==> src/rtl/tick_tmr_pkg.sv <==
package tick_tmr_pkg;
    localparam int DATA_W    = 32;
    localparam int NUM_CH    = 2;
    localparam int RUN_BIT   = 30;
    localparam int IE_BIT    = 29;
    localparam int MODE_LO   = 27;
    localparam int MODE_W    = 2;
    localparam int CFG_BASE  = 'h00;
    localparam int INIT_BASE = 'h08;
    localparam int CH_STRIDE = 4;
    localparam int LIVE_OFF  = 'h14;
    localparam int STAT_OFF  = 'h18;
    localparam int LIVE_CH   = 1;

    typedef enum logic {
        RUN_ONCE   = 1'b0,
        RUN_REPEAT = 1'b1
    } repeat_e;
endpackage

==> src/rtl/tmr_prescaler.sv <==
module tmr_prescaler #(
    parameter int PRE_W = 8
) (
    input  logic             clk,
    input  logic             rst_n,
    input  logic             run_i,
    input  logic             restart_i,
    input  logic [PRE_W-1:0] presc_i,
    output logic             tick_o
);
    typedef struct packed {
        logic [PRE_W-1:0] phase;
    } pre_state_t;

    pre_state_t pre_q, pre_d;

    assign tick_o = run_i && !restart_i && (pre_q.phase >= presc_i);

    always_comb begin
        pre_d = pre_q;
        if (run_i) begin
            if (restart_i || tick_o) begin
                pre_d.phase = '0;
            end else begin
                pre_d.phase = pre_q.phase + PRE_W'(1);
            end
        end
    end

    always_ff @(posedge clk or negedge rst_n) begin
        if (!rst_n) begin
            pre_q <= '0;
        end else begin
            pre_q <= pre_d;
        end
    end

    // after a tick the phase restarts, so a tick on the next clock needs prescale 0
    a_r4_tick_spacing: assert property (@(posedge clk) disable iff (!rst_n)
        tick_o |=> !(tick_o && presc_i != '0));
endmodule

==> src/rtl/tmr_channel.sv <==
module tmr_channel
    import tick_tmr_pkg::*;
#(
    parameter int CNT_W = 24,
    parameter int PRE_W = 8
) (
    input  logic              clk,
    input  logic              rst_n,
    input  logic              cfg_we_i,
    input  logic              init_we_i,
    input  logic [DATA_W-1:0] wdata_i,
    output logic [DATA_W-1:0] cfg_rd_o,
    output logic [CNT_W-1:0]  init_rd_o,
    output logic [CNT_W-1:0]  count_o,
    output logic              ie_o,
    output logic              expire_o
);
    typedef struct packed {
        logic              run;
        logic              ie;
        logic [MODE_W-1:0] mode;
        logic [PRE_W-1:0]  presc;
        logic [CNT_W-1:0]  init;
        logic [CNT_W-1:0]  cnt;
        logic              pend;
    } ch_state_t;

    ch_state_t ch_q, ch_d;
    logic      tick;
    logic      load;
    repeat_e   rep;
    logic      unused_wdata;

    assign unused_wdata = ^wdata_i;
    assign load     = ch_q.run && ch_q.pend;
    assign rep      = repeat_e'(ch_q.mode[0]);
    assign expire_o = tick && (ch_q.cnt <= CNT_W'(1));

    tmr_prescaler #(.PRE_W(PRE_W)) u_presc (
        .clk       (clk),
        .rst_n     (rst_n),
        .run_i     (ch_q.run),
        .restart_i (load),
        .presc_i   (ch_q.presc),
        .tick_o    (tick)
    );

    always_comb begin
        ch_d = ch_q;
        if (load) begin
            ch_d.cnt  = ch_q.init;
            ch_d.pend = 1'b0;
        end else if (tick) begin
            if (ch_q.cnt <= CNT_W'(1)) begin
                if (rep == RUN_REPEAT) begin
                    ch_d.cnt = ch_q.init;
                end else begin
                    ch_d.cnt  = '0;
                    ch_d.run  = 1'b0;
                    ch_d.pend = 1'b1;
                end
            end else begin
                ch_d.cnt = ch_q.cnt - CNT_W'(1);
            end
        end
        if (init_we_i) begin
            ch_d.init = wdata_i[CNT_W-1:0];
            if (!ch_q.run) begin
                ch_d.pend = 1'b1;
            end
        end
        if (cfg_we_i) begin
            ch_d.run   = wdata_i[RUN_BIT];
            ch_d.ie    = wdata_i[IE_BIT];
            ch_d.mode  = wdata_i[MODE_LO +: MODE_W];
            ch_d.presc = wdata_i[PRE_W-1:0];
        end
    end

    always_ff @(posedge clk or negedge rst_n) begin
        if (!rst_n) begin
            ch_q <= '{run: 1'b0, ie: 1'b0, mode: '0, presc: PRE_W'(1),
                      init: '0, cnt: '0, pend: 1'b1};
        end else begin
            ch_q <= ch_d;
        end
    end

    always_comb begin
        cfg_rd_o                         = '0;
        cfg_rd_o[RUN_BIT]                = ch_q.run;
        cfg_rd_o[IE_BIT]                 = ch_q.ie;
        cfg_rd_o[MODE_LO +: MODE_W]      = ch_q.mode;
        cfg_rd_o[PRE_W-1:0]              = ch_q.presc;
    end

    assign init_rd_o = ch_q.init;
    assign count_o   = ch_q.cnt;
    assign ie_o      = ch_q.ie;

    // a pending load copies the initial count
    a_r3_load_init: assert property (@(posedge clk) disable iff (!rst_n)
        load |=> (ch_q.cnt == $past(ch_q.init)));
    // an ordinary tick takes exactly one off the count
    a_r4_dec_by_one: assert property (@(posedge clk) disable iff (!rst_n)
        (tick && ch_q.cnt > CNT_W'(1)) |=> (ch_q.cnt == $past(ch_q.cnt) - CNT_W'(1)));
    // a stopped channel keeps its count
    a_r5_frozen: assert property (@(posedge clk) disable iff (!rst_n)
        !ch_q.run |=> $stable(ch_q.cnt));
    // one-shot expiry stops the channel unless software rewrites its configuration
    a_r6_oneshot_halts: assert property (@(posedge clk) disable iff (!rst_n)
        (expire_o && rep == RUN_ONCE && !cfg_we_i) |=> !ch_q.run);
    // periodic expiry reloads the initial count
    a_r7_reload: assert property (@(posedge clk) disable iff (!rst_n)
        (expire_o && rep == RUN_REPEAT) |=> (ch_q.cnt == $past(ch_q.init)));
endmodule

==> src/rtl/tmr_status.sv <==
module tmr_status #(
    parameter int NUM_CH = 2
) (
    input  logic              clk,
    input  logic              rst_n,
    input  logic [NUM_CH-1:0] set_i,
    input  logic              clr_we_i,
    input  logic [NUM_CH-1:0] clr_mask_i,
    input  logic [NUM_CH-1:0] ie_i,
    output logic [NUM_CH-1:0] stat_o,
    output logic              irq_o
);
    typedef struct packed {
        logic [NUM_CH-1:0] flags;
    } stat_state_t;

    stat_state_t st_q, st_d;
    logic [NUM_CH-1:0] clr_eff;

    assign clr_eff = clr_we_i ? clr_mask_i : '0;

    always_comb begin
        st_d       = st_q;
        st_d.flags = (st_q.flags & ~clr_eff) | set_i;
    end

    always_ff @(posedge clk or negedge rst_n) begin
        if (!rst_n) begin
            st_q <= '0;
        end else begin
            st_q <= st_d;
        end
    end

    assign stat_o = st_q.flags;
    assign irq_o  = |(st_q.flags & ie_i);

    for (genvar i = 0; i < NUM_CH; i++) begin : g_chk
        // a new event wins over a clear on the same edge
        a_r9_set_wins: assert property (@(posedge clk) disable iff (!rst_n)
            set_i[i] |=> stat_o[i]);
        // a written one clears the bit when no event arrives
        a_r9_clear: assert property (@(posedge clk) disable iff (!rst_n)
            (clr_eff[i] && !set_i[i]) |=> !stat_o[i]);
    end
endmodule

==> src/rtl/twin_countdown_timer.sv <==
module twin_countdown_timer
    import tick_tmr_pkg::*;
#(
    parameter int CNT_W  = 24,
    parameter int PRE_W  = 8,
    parameter int ADDR_W = 5
) (
    input  logic              clk,
    input  logic              rst_n,
    input  logic [ADDR_W-1:0] bus_addr,
    input  logic              bus_wr,
    input  logic [31:0]       bus_wdata,
    output logic [31:0]       bus_rdata,
    output logic              irq
);
    logic [DATA_W-1:0] cfg_rd  [NUM_CH];
    logic [CNT_W-1:0]  init_rd [NUM_CH];
    logic [CNT_W-1:0]  count   [NUM_CH];
    logic [NUM_CH-1:0] ie;
    logic [NUM_CH-1:0] expire;
    logic [NUM_CH-1:0] stat;
    logic              stat_we;
    logic              unused_counts;

    for (genvar i = 0; i < NUM_CH; i++) begin : g_ch
        logic cfg_we;
        logic init_we;
        assign cfg_we  = bus_wr && (bus_addr == ADDR_W'(CFG_BASE + i * CH_STRIDE));
        assign init_we = bus_wr && (bus_addr == ADDR_W'(INIT_BASE + i * CH_STRIDE));

        tmr_channel #(.CNT_W(CNT_W), .PRE_W(PRE_W)) u_chan (
            .clk       (clk),
            .rst_n     (rst_n),
            .cfg_we_i  (cfg_we),
            .init_we_i (init_we),
            .wdata_i   (bus_wdata),
            .cfg_rd_o  (cfg_rd[i]),
            .init_rd_o (init_rd[i]),
            .count_o   (count[i]),
            .ie_o      (ie[i]),
            .expire_o  (expire[i])
        );
    end

    assign stat_we = bus_wr && (bus_addr == ADDR_W'(STAT_OFF));

    tmr_status #(.NUM_CH(NUM_CH)) u_stat (
        .clk        (clk),
        .rst_n      (rst_n),
        .set_i      (expire),
        .clr_we_i   (stat_we),
        .clr_mask_i (bus_wdata[NUM_CH-1:0]),
        .ie_i       (ie),
        .stat_o     (stat),
        .irq_o      (irq)
    );

    assign unused_counts = ^count[0];

    always_comb begin
        bus_rdata = '0;
        for (int i = 0; i < NUM_CH; i++) begin
            if (bus_addr == ADDR_W'(CFG_BASE + i * CH_STRIDE)) begin
                bus_rdata = cfg_rd[i];
            end
            if (bus_addr == ADDR_W'(INIT_BASE + i * CH_STRIDE)) begin
                bus_rdata = DATA_W'(init_rd[i]);
            end
        end
        if (bus_addr == ADDR_W'(LIVE_OFF)) begin
            bus_rdata = DATA_W'(count[LIVE_CH]);
        end
        if (bus_addr == ADDR_W'(STAT_OFF)) begin
            bus_rdata = DATA_W'(stat);
        end
    end

    // the line follows enabled status bits
    a_r10_irq_source: assert property (@(posedge clk) disable iff (!rst_n)
        irq |-> (stat != '0));
endmodule

==> config.mk <==
export PLATFORM = sky130hd
export DESIGN_NAME = twin_countdown_timer
export DESIGN_NICKNAME = d
export VERILOG_FILES = /design/src/rtl/tick_tmr_pkg.sv /design/src/rtl/tmr_prescaler.sv /design/src/rtl/tmr_channel.sv /design/src/rtl/tmr_status.sv /design/src/rtl/twin_countdown_timer.sv
export SDC_FILE = /design/constraint.sdc
export NUM_CORES = 1
export LEC_CHECK = 0
export CELL_PAD_IN_SITES_DETAIL_PLACEMENT = 2
export CELL_PAD_IN_SITES_GLOBAL_PLACEMENT = 2
export CORE_UTILIZATION = 45
export CTS_CLUSTER_SIZE = 12
export DETAILED_ROUTE_END_ITERATION = 12
export DONT_BUFFER_PORTS = 1
export PLACE_DENSITY_LB_ADDON = 0.15
export SYNTH_ARGS = -nofsm -noshare
export SYNTH_HDL_FRONTEND = slang
export SYNTH_SLANG_ARGS = --single-unit
==> constraint.sdc <==
create_clock -name clk -period 7.3 [get_ports clk]
set_input_delay 0.365 -clock clk [delete_from_list [all_inputs] [get_ports clk]]
set_output_delay 0.365 -clock clk [all_outputs]
set_load 0.01 [all_outputs]
==> load_flow_metrics.sql, run 1 <==
INSERT INTO impl_metrics (metric_group, metric, value, unit) VALUES
('critical_path', 'timing.reg2reg.worst_path_depth', '7', ''),
('clock_tree', 'cts_post_setup_buffers_inserted', '0', ''),
('global_routing', 'globalRoute.totalOverflow', '0', ''),
('layout', 'design.final.nets', '857', ''),
('timing', 'max_clock_freq', '302.8', 'MHz'),
('timing', 'totalNegativeSetupSlack', '0', 'ps'),
('critical_path', 'worstPathMaxFanout', '24', ''),
('min_path', 'timing.hold.worst_endpoint', 'g_ch[0].u_chan.init_rd_o[13]$_DFFE_PN0P_', ''),
('global_routing', 'initial_antenna_violation_count', '0', ''),
('timing', 'maxSlewHeadroom', '0.1254', ''),
('layout', 'most_common_cell_after_layout_fill_and_taps_aside', 'sky130_fd_sc_hd__dfrtp_1', ''),
('synthesis', 'yosys_warnings', '0', ''),
('route', 'initialDrtViolationCount', '606', ''),
('global_routing', 'grt_first_pass_wirelength', '46000', 'um'),
('critical_path', 'worst_r2r_end', 'g_ch[1].u_chan.count_o[8]$_DFFE_PN0N_', ''),
('place', 'gp_routability_congestion', '0.8530', ''),
('route', 'wl', '29170', 'um'),
('layout', 'utilization', '0.5037', ''),
('timing', 'final.hold.worst_slack', '63.08', 'ps'),
('critical_path', 'endpoint_kind', 'register', ''),
('critical_path', 'crit-reg2reg-launch', 'g_ch[1].u_chan.count_o[4]$_DFFE_PN0N_', ''),
('floorplanning', 'boundaryPins', '73', ''),
('power_and_ir_drop', 'peakVddDrop', '186.9', 'uV'),
('route', 'drt_pass1_iterations', '12', ''),
('power_and_ir_drop', 'static-leakage-power', '0.004016', 'uW'),
('global_routing', 'grt_use_total', '0.3163', ''),
('layout', 'layout_cells_sized_above_1', '0.1696', ''),
('route', 'antenna_left', '0', ''),
('critical_path', 'worst-r2r-setup-slack', '4230', 'ps'),
('global_routing', 'maximum_number_of_pins_on_one_net_before_global_route_repair', '141', ''),
('global_routing', 'first_global_vias', '7787', ''),
('synthesis', 'post_synth_num_cell_types', '70', ''),
('clock_tree', 'cts.reportedPaths.clkPinSlew', '60', 'ps'),
('clock_tree', 'clock_tree.buffer_depth', '2', ''),
('floorplanning', 'initial_core_util', '0.4627', ''),
('route', 'drt_drc_violations_left', '6', ''),
('timing', 'fin_worst_skew', '5.376', 'ps'),
('layout', 'commonest_cells_after_routing_fill_and_taps_aside', 'sky130_fd_sc_hd__dfrtp_1, sky130_fd_sc_hd__mux2_2, sky130_fd_sc_hd__nor2_1', ''),
('status', 'run_status', 'finished with violations', ''),
('synthesis', 'synth_edf_count', '0', ''),
('timing', 'finalHoldViolations', '0', ''),
('floorplanning', 'fp.dieArea', '19150', 'um2'),
('clock_tree', 'cts_hold_repair.buffers', '2', ''),
('route', 'routed_wire_length_per_instance', '28.13', 'um'),
('synthesis', 'yosysSeqAreaShare', '0.4192', ''),
('critical_path', 'critical_path.startpoint_type', 'input port', ''),
('power_and_ir_drop', 'power_density', '363.9', 'nW/um2'),
('layout', 'flow.area_growth_from_synthesis', '8.850', '%'),
('synthesis', 'post_synth_instance_area', '8369', 'um2'),
('min_path', 'classification_of_the_worst_slack_hold_path', 'in -> reg', ''),
('min_path', 'hold_path_depth', '1', ''),
('route', 'num_vias', '6973', ''),
('timing', 'setup_repair_after_global_routing_missed_its_margin', 'false', ''),
('floorplanning', 'die_x', '138.4', 'um'),
('power_and_ir_drop', 'design_power_total', '3315', 'uW'),
('synthesis', 'synth.ff_latch_count', '140', ''),
('timing', 'post-route-period-util', '0.4524', ''),
('layout', 'area_of_combinational_cells_with_multiple_inputs', '4472', 'um2'),
('critical_path', 'cp_data_required_time', '7610', 'ps'),
('layout', 'sequential_cell_area', '3508', 'um2'),
('timing', 'worst_slew_pin_slew', '1309', 'ps'),
('job', 'maxCapViolations', '0', ''),
('clock_tree', 'cts.repair.resized', '0', ''),
('clock_tree', 'cts-root-buf', 'sky130_fd_sc_hd__clkbuf_16', ''),
('timing', 'layout_min_cycle_time', '3302', 'ps'),
('critical_path', 'criticalPathCategory', 'in -> reg', ''),
('critical_path', 'worst-endpoint-arrival', '3610', 'ps'),
('place', 'dpl.hpwl', '19500', 'um'),
('status', 'violations', 'design-rule violations', ''),
('layout', 'fillCellCount', '1829', ''),
('layout', 'n_antenna_cell', '0', '');
==> worst max-delay path: stages <==
cell and delay [ps]:
sky130_fd_sc_hd__nor3_1 650, sky130_fd_sc_hd__and3_1 940, sky130_fd_sc_hd__nand2_1 1030, sky130_fd_sc_hd__mux2_2 600
==> report_power, final <==
group / internal (uW) / switching (uW)
Clock: 516 / 369
Sequential: 986 / 386
Combinational: 475 / 584
Total: 1980 / 1340
==> layer usage <==
layer	vias up	track usage	share of wire
met1	3691	0.4021	0.43
met3	49	0.06062	0.047
li1	3039	-	-
met2	194	0.5367	0.50
met5	-	0	0
met4	0	0.1135	0.024
==> flip-flops by register name (all words and copies together), names as in the netlist <==
| name | flops |
|---|---|
| g_ch.u_chan.ie_o | 2 |
| g_ch.u_chan.init_rd_o | 48 |
| g_ch.u_chan.count_o | 48 |
| g_ch.u_chan.ch_q | 2 |
| u_stat.stat_o | 2 |
| g_ch.u_chan.cfg_rd_o | 22 |
| g_ch.u_chan.u_presc.pre_q | 16 |
==> layout make-up <==
cell class / count / area share
multi-input combinational: 581 / 0.4909
sequential: 140 / 0.3851
clock buffer: 20 / 0.04903
tap: 229 / 0.03145
inverter: 47 / 0.01937
clock inverter: 12 / 0.01511
timing repair buffer: 8 / 0.009065
==> worst max path at each step <==
stage	startpoint	end	cells after the start
floorplan	g_ch[0].u_chan.cfg_rd_o[0]$_DFFE_PN1P_	g_ch[0].u_chan.count_o[20]$_DFFE_PN0N_	8
global placement	bus_addr[4]	g_ch[1].u_chan.init_rd_o[13]$_DFFE_PN0P_	4
detailed placement	bus_addr[4]	g_ch[1].u_chan.init_rd_o[13]$_DFFE_PN0P_	4
CTS	bus_addr[4]	g_ch[1].u_chan.init_rd_o[16]$_DFFE_PN0P_	4
global route	bus_addr[4]	g_ch[1].u_chan.init_rd_o[6]$_DFFE_PN0P_	4
finish	bus_addr[4]	g_ch[1].u_chan.init_rd_o[16]$_DFFE_PN0P_	4
==> synthesized netlist by cell type (all sizes together) (4+ instances only) <==
cell type	count	area share
a211o	8	0.0084
a211oi	23	0.021
a21o	5	0.0045
a21oi	47	0.028
a221o	29	0.035
a222oi	18	0.022
a22o	6	0.0063
a22oi	12	0.011
a31oi	8	0.0060
and3	11	0.0082
buf	17	0.011
clkbuf	40	0.018
dfrtp	136	0.41
dfstp	4	0.013
ha	22	0.033
inv	47	0.021
mux2	72	0.097
mux2i	10	0.012
mux4	4	0.011
nand2	33	0.015
nand2b	8	0.0060
nand3	32	0.020
nand4	5	0.0045
nor2	49	0.022
nor2b	6	0.0045
nor3	20	0.013
nor4	14	0.022
o211ai	4	0.0036
o21ai	31	0.019
o22ai	5	0.0037
o31ai	6	0.0060
or3	12	0.0091
or4	9	0.0091
xnor2	20	0.021
xor2	16	0.017
==> logic make-up (layout without fill, tap and decap cells) <==
family | count (synthesis) | after routing | synth area share
AO/OA/AOI/OAI | 219 | 219 | 0.1917
AND/OR/NAND/NOR | 214 | 214 | 0.1489
flip-flops | 140 | 140 | 0.4192
buffers and inverters | 104 | 87 | 0.04963
multiplexers | 86 | 86 | 0.1196
XOR/XNOR | 36 | 36 | 0.03767
adder cells (fa/ha/maj) | 22 | 22 | 0.03289
other | 1 | 4 | 0.0004481
==> stage by stage <==
| stage | setup slack, ps | cells | instance area, um2 |
|---|---|---|---|
| finish | 3998 | 1037 | 9110 |
| detailed placement | 3726 | 1003 | 8488 |
| CTS | 4127 | 1037 | 9110 |
| global placement | 3867 | 1003 | 8488 |
| floorplan | 4732 | 825 | 8381 |
| global route | 3916 | 1037 | 9110 |
(Power assumes the default switching activity.)
==> inputs of run 2 (changes only) <==
CORE_UTILIZATION = 42   (was 45)
clock period = 3.42 ns   (was 7.3 ns; I/O delays follow)
==> run 2 against run 1 <==
Compared with the run above:
- the flow now finishes without violations
- critical path depth increased by 2
- final area increased by 5.0%
- clock skew increased by 7.5 ps
- utilization decreased by 1.4 points
- critical endpoint is now g_ch[0].u_chan.count_o[2]$_DFFE_PN0N_
- largest power group unchanged
==> load_flow_metrics.sql, run 2 (synthesis gave the netlist of run 1 again) <==
INSERT INTO impl_metrics (metric_group, metric, value, unit) VALUES
('status', 'run_status', 'complete, no violations', ''),
('critical_path', 'crit_slowest_cell', 'sky130_fd_sc_hd__or4_1', ''),
('route', 'num_vias', '7285', ''),
('global_routing', 'first_global_vias', '7899', ''),
('clock_tree', 'cts.repair.resized', '0', ''),
('critical_path', 'path_depth', '6', ''),
('clock_tree', 'cts.reportedPaths.clkPinSlew', '70', 'ps'),
('floorplanning', 'boundaryPins', '73', ''),
('route', 'initialDrtViolationCount', '539', ''),
('place', 'numPortBuffers', '0', ''),
('timing', 'maxSlewHeadroom', '0.1361', ''),
('layout', 'design.final.nets', '895', ''),
('min_path', 'hold_path_depth', '5', ''),
('power_and_ir_drop', 'power_density', '772.3', 'nW/um2'),
('critical_path', 'critical_path.startpoint_type', 'register', ''),
('layout', 'n_antenna_cell', '0', ''),
('power_and_ir_drop', 'peakVddDrop', '331.6', 'uV'),
('clock_tree', 'cts.htree.levels', '4', ''),
('place', 'dpl_worst_slack', '684.1', 'ps'),
('clock_tree', 'clock_tree.buffer_depth', '2', ''),
('timing', 'finalHoldViolations', '0', ''),
('timing', 'post-route-period-util', '0.8337', ''),
('timing', 'post-route-worst-setup-slack', '568.8', 'ps'),
('route', 'drt_drc_violations_left', '0', ''),
('floorplanning', 'number_of_standard_cell_rows_in_the_floorplan', '51', ''),
('job', 'maxCapViolations', '0', ''),
('critical_path', 'cp_data_required_time', '3730', 'ps'),
('clock_tree', 'numCtsBuffers', '17', ''),
('route', 'wl', '31780', 'um'),
('layout', 'most_common_cell_after_layout_fill_and_taps_aside', 'sky130_fd_sc_hd__dfrtp_1', ''),
('timing', 'fin_worst_skew', '12.85', 'ps'),
('timing', 'layout_min_cycle_time', '2851', 'ps'),
('clock_tree', 'cts-root-buf', 'sky130_fd_sc_hd__clkbuf_16', ''),
('clock_tree', 'clk_latency_worst_skew_pair', '440', 'ps'),
('critical_path', 'cpPeakStageDelay', '680', 'ps'),
('layout', 'fillCellCount', '2052', ''),
('critical_path', 'endpoint_kind', 'register', ''),
('floorplanning', 'die_height', '143.2', 'um'),
('route', 'drt_pass1_iterations', '6', ''),
('min_path', 'classification_of_the_worst_slack_hold_path', 'in -> reg', ''),
('timing', 'totalNegativeSetupSlack', '0', 'ps'),
('floorplanning', 'die_x', '143.2', 'um'),
('layout', 'commonest_cells_after_routing_fill_and_taps_aside', 'sky130_fd_sc_hd__dfrtp_1, sky130_fd_sc_hd__mux2_2, sky130_fd_sc_hd__nor2_1', ''),
('clock_tree', 'cts_hold_repair.buffers', '31', ''),
('critical_path', 'worst-r2r-setup-slack', '570', 'ps'),
('route', 'routed_wire_length_per_instance', '28.60', 'um'),
('timing', 'max_clock_freq', '350.7', 'MHz'),
('global_routing', 'grt_use_total', '0.3292', ''),
('floorplanning', 'fp.dieArea', '20490', 'um2'),
('global_routing', 'maximum_number_of_pins_on_one_net_before_global_route_repair', '141', ''),
('critical_path', 'critical_path.cell_chain', 'or4_1 > nor4_4 > nand3_2 > a21oi_1 > a211oi_1 > a221o_1', ''),
('place', 'gp_routability_congestion', '0.8376', ''),
('power_and_ir_drop', 'static-leakage-power', '0.004204', 'uW'),
('layout', 'flow.area_growth_from_synthesis', '14.28', '%'),
('layout', 'layout_cells_sized_above_1', '0.1749', ''),
('route', 'antenna_left', '0', ''),
('timing', 'finalSetupViolations', '0', ''),
('critical_path', 'criticalPathCategory', 'reg -> reg', ''),
('critical_path', 'timing.reg2reg.worst_path_depth', '6', ''),
('clock_tree', 'tritoncts', 'built', ''),
('critical_path', 'worst-endpoint-arrival', '3160', 'ps'),
('floorplanning', 'initial_core_util', '0.4286', ''),
('timing', 'setup_repair_after_global_routing_missed_its_margin', 'false', ''),
('critical_path', 'worstPathMaxFanout', '21', ''),
('clock_tree', 'cts_num_sinks', '140', ''),
('route', 'avgViaCountPerCell', '6.557', ''),
('timing', 'worst_slew_pin_slew', '1293', 'ps'),
('global_routing', 'grt_first_pass_wirelength', '49480', 'um'),
('critical_path', 'cp_top_family', 'simple AND/OR/NAND/NOR gates', ''),
('clock_tree', 'cts_post_setup_buffers_inserted', '0', ''),
('place', 'dpl.hpwl', '19780', 'um'),
('critical_path', 'timing.critical_path.buf_inv', '0', ''),
('global_routing', 'globalRoute.totalOverflow', '0', ''),
('global_routing', 'initial_antenna_violation_count', '0', ''),
('timing', 'finalMaxSlewViolations', '0', ''),
('floorplanning', 'core-area', '19530', 'um2');
[run 2: changes by cell type in the layout (fill, tap and decap cells not counted), sizes merged]
| cell | delta |
|---|---|
| clkbuf | -3 |
| dlygate4sd3 | +29 |
| buf | +9 |
| bufinv | +2 |
| inv | +2 |
| clkinv | -1 |
[run 2: metrics by stage]
stage                 util  cells  power, uW  hold WS (ps)  instance area (um2)
floorplan                -    825       4381        -124.6                 8381
global route        0.4898   1111       7757         180.5                 9564
CTS                 0.4898   1111       7279         138.7                 9564
global placement    0.4405   1048       4918        -119.1                 8601
finish              0.4898   1111       7386         190.5                 9564
detailed placement  0.4405   1048       5123        -119.1                 8601
[run 2: final cells by class]
| type | instances | area [um2] | share of cell area |
|---|---|---|---|
| Clock buffer | 17 | 425.4 | 0.04448 |
| Multi-Input combinational cell | 581 | 4472 | 0.4676 |
| Sequential cell | 140 | 3508 | 0.3668 |
| Timing Repair Buffer | 46 | 440.4 | 0.04605 |
| Clock inverter | 15 | 210.2 | 0.02198 |
| Inverter | 47 | 176.4 | 0.01845 |
| Tap cell | 265 | 331.6 | 0.03467 |
[run 2: routing by layer]
layer  up-vias  track usage  part of all wire  wire length, um
met3        54      0.05265             0.046             1469
met5         -            0                 0                0
met2       237       0.5553              0.51            16050
li1       3117            -                 -                -
met1      3877       0.4277              0.43            13540
met4         0       0.1109             0.023              719
[run 2: final timing paths]
kind,from,to
setup / recovery,g_ch[0].u_chan.count_o[15]$_DFFE_PN0N_,g_ch[0].u_chan.count_o[2]$_DFFE_PN0N_
max in group asynchronous,rst_n,g_ch[0].u_chan.count_o[23]$_DFFE_PN0N_
min in group asynchronous,rst_n,g_ch[1].u_chan.u_presc.pre_q[6]$_DFFE_PN0P_
hold reg to reg,g_ch[1].u_chan.cfg_rd_o[28]$_DFFE_PN0P_,g_ch[1].u_chan.cfg_rd_o[28]$_DFFE_PN0P_
hold / removal,bus_addr[4],u_stat.stat_o[1]$_DFF_PN0_
setup reg to reg,g_ch[0].u_chan.count_o[15]$_DFFE_PN0N_,g_ch[0].u_chan.count_o[2]$_DFFE_PN0N_
[run 2: report_power, final]
| part | leakage [uW] | internal, uW | switching (uW) |
|---|---|---|---|
| Clock | 0.000305 | 1230 | 830 |
| Sequential | 0.00180 | 2100 | 852 |
| Combinational | 0.00210 | 1070 | 1300 |
| Total | 0.00420 | 4410 | 2980 |
[run 2: worst reg2reg max path: cells and delay by family (launching register included)]
kind	cells	cell delay (ps)
compound gates	3	690
simple gates	3	1570
flops	1	450
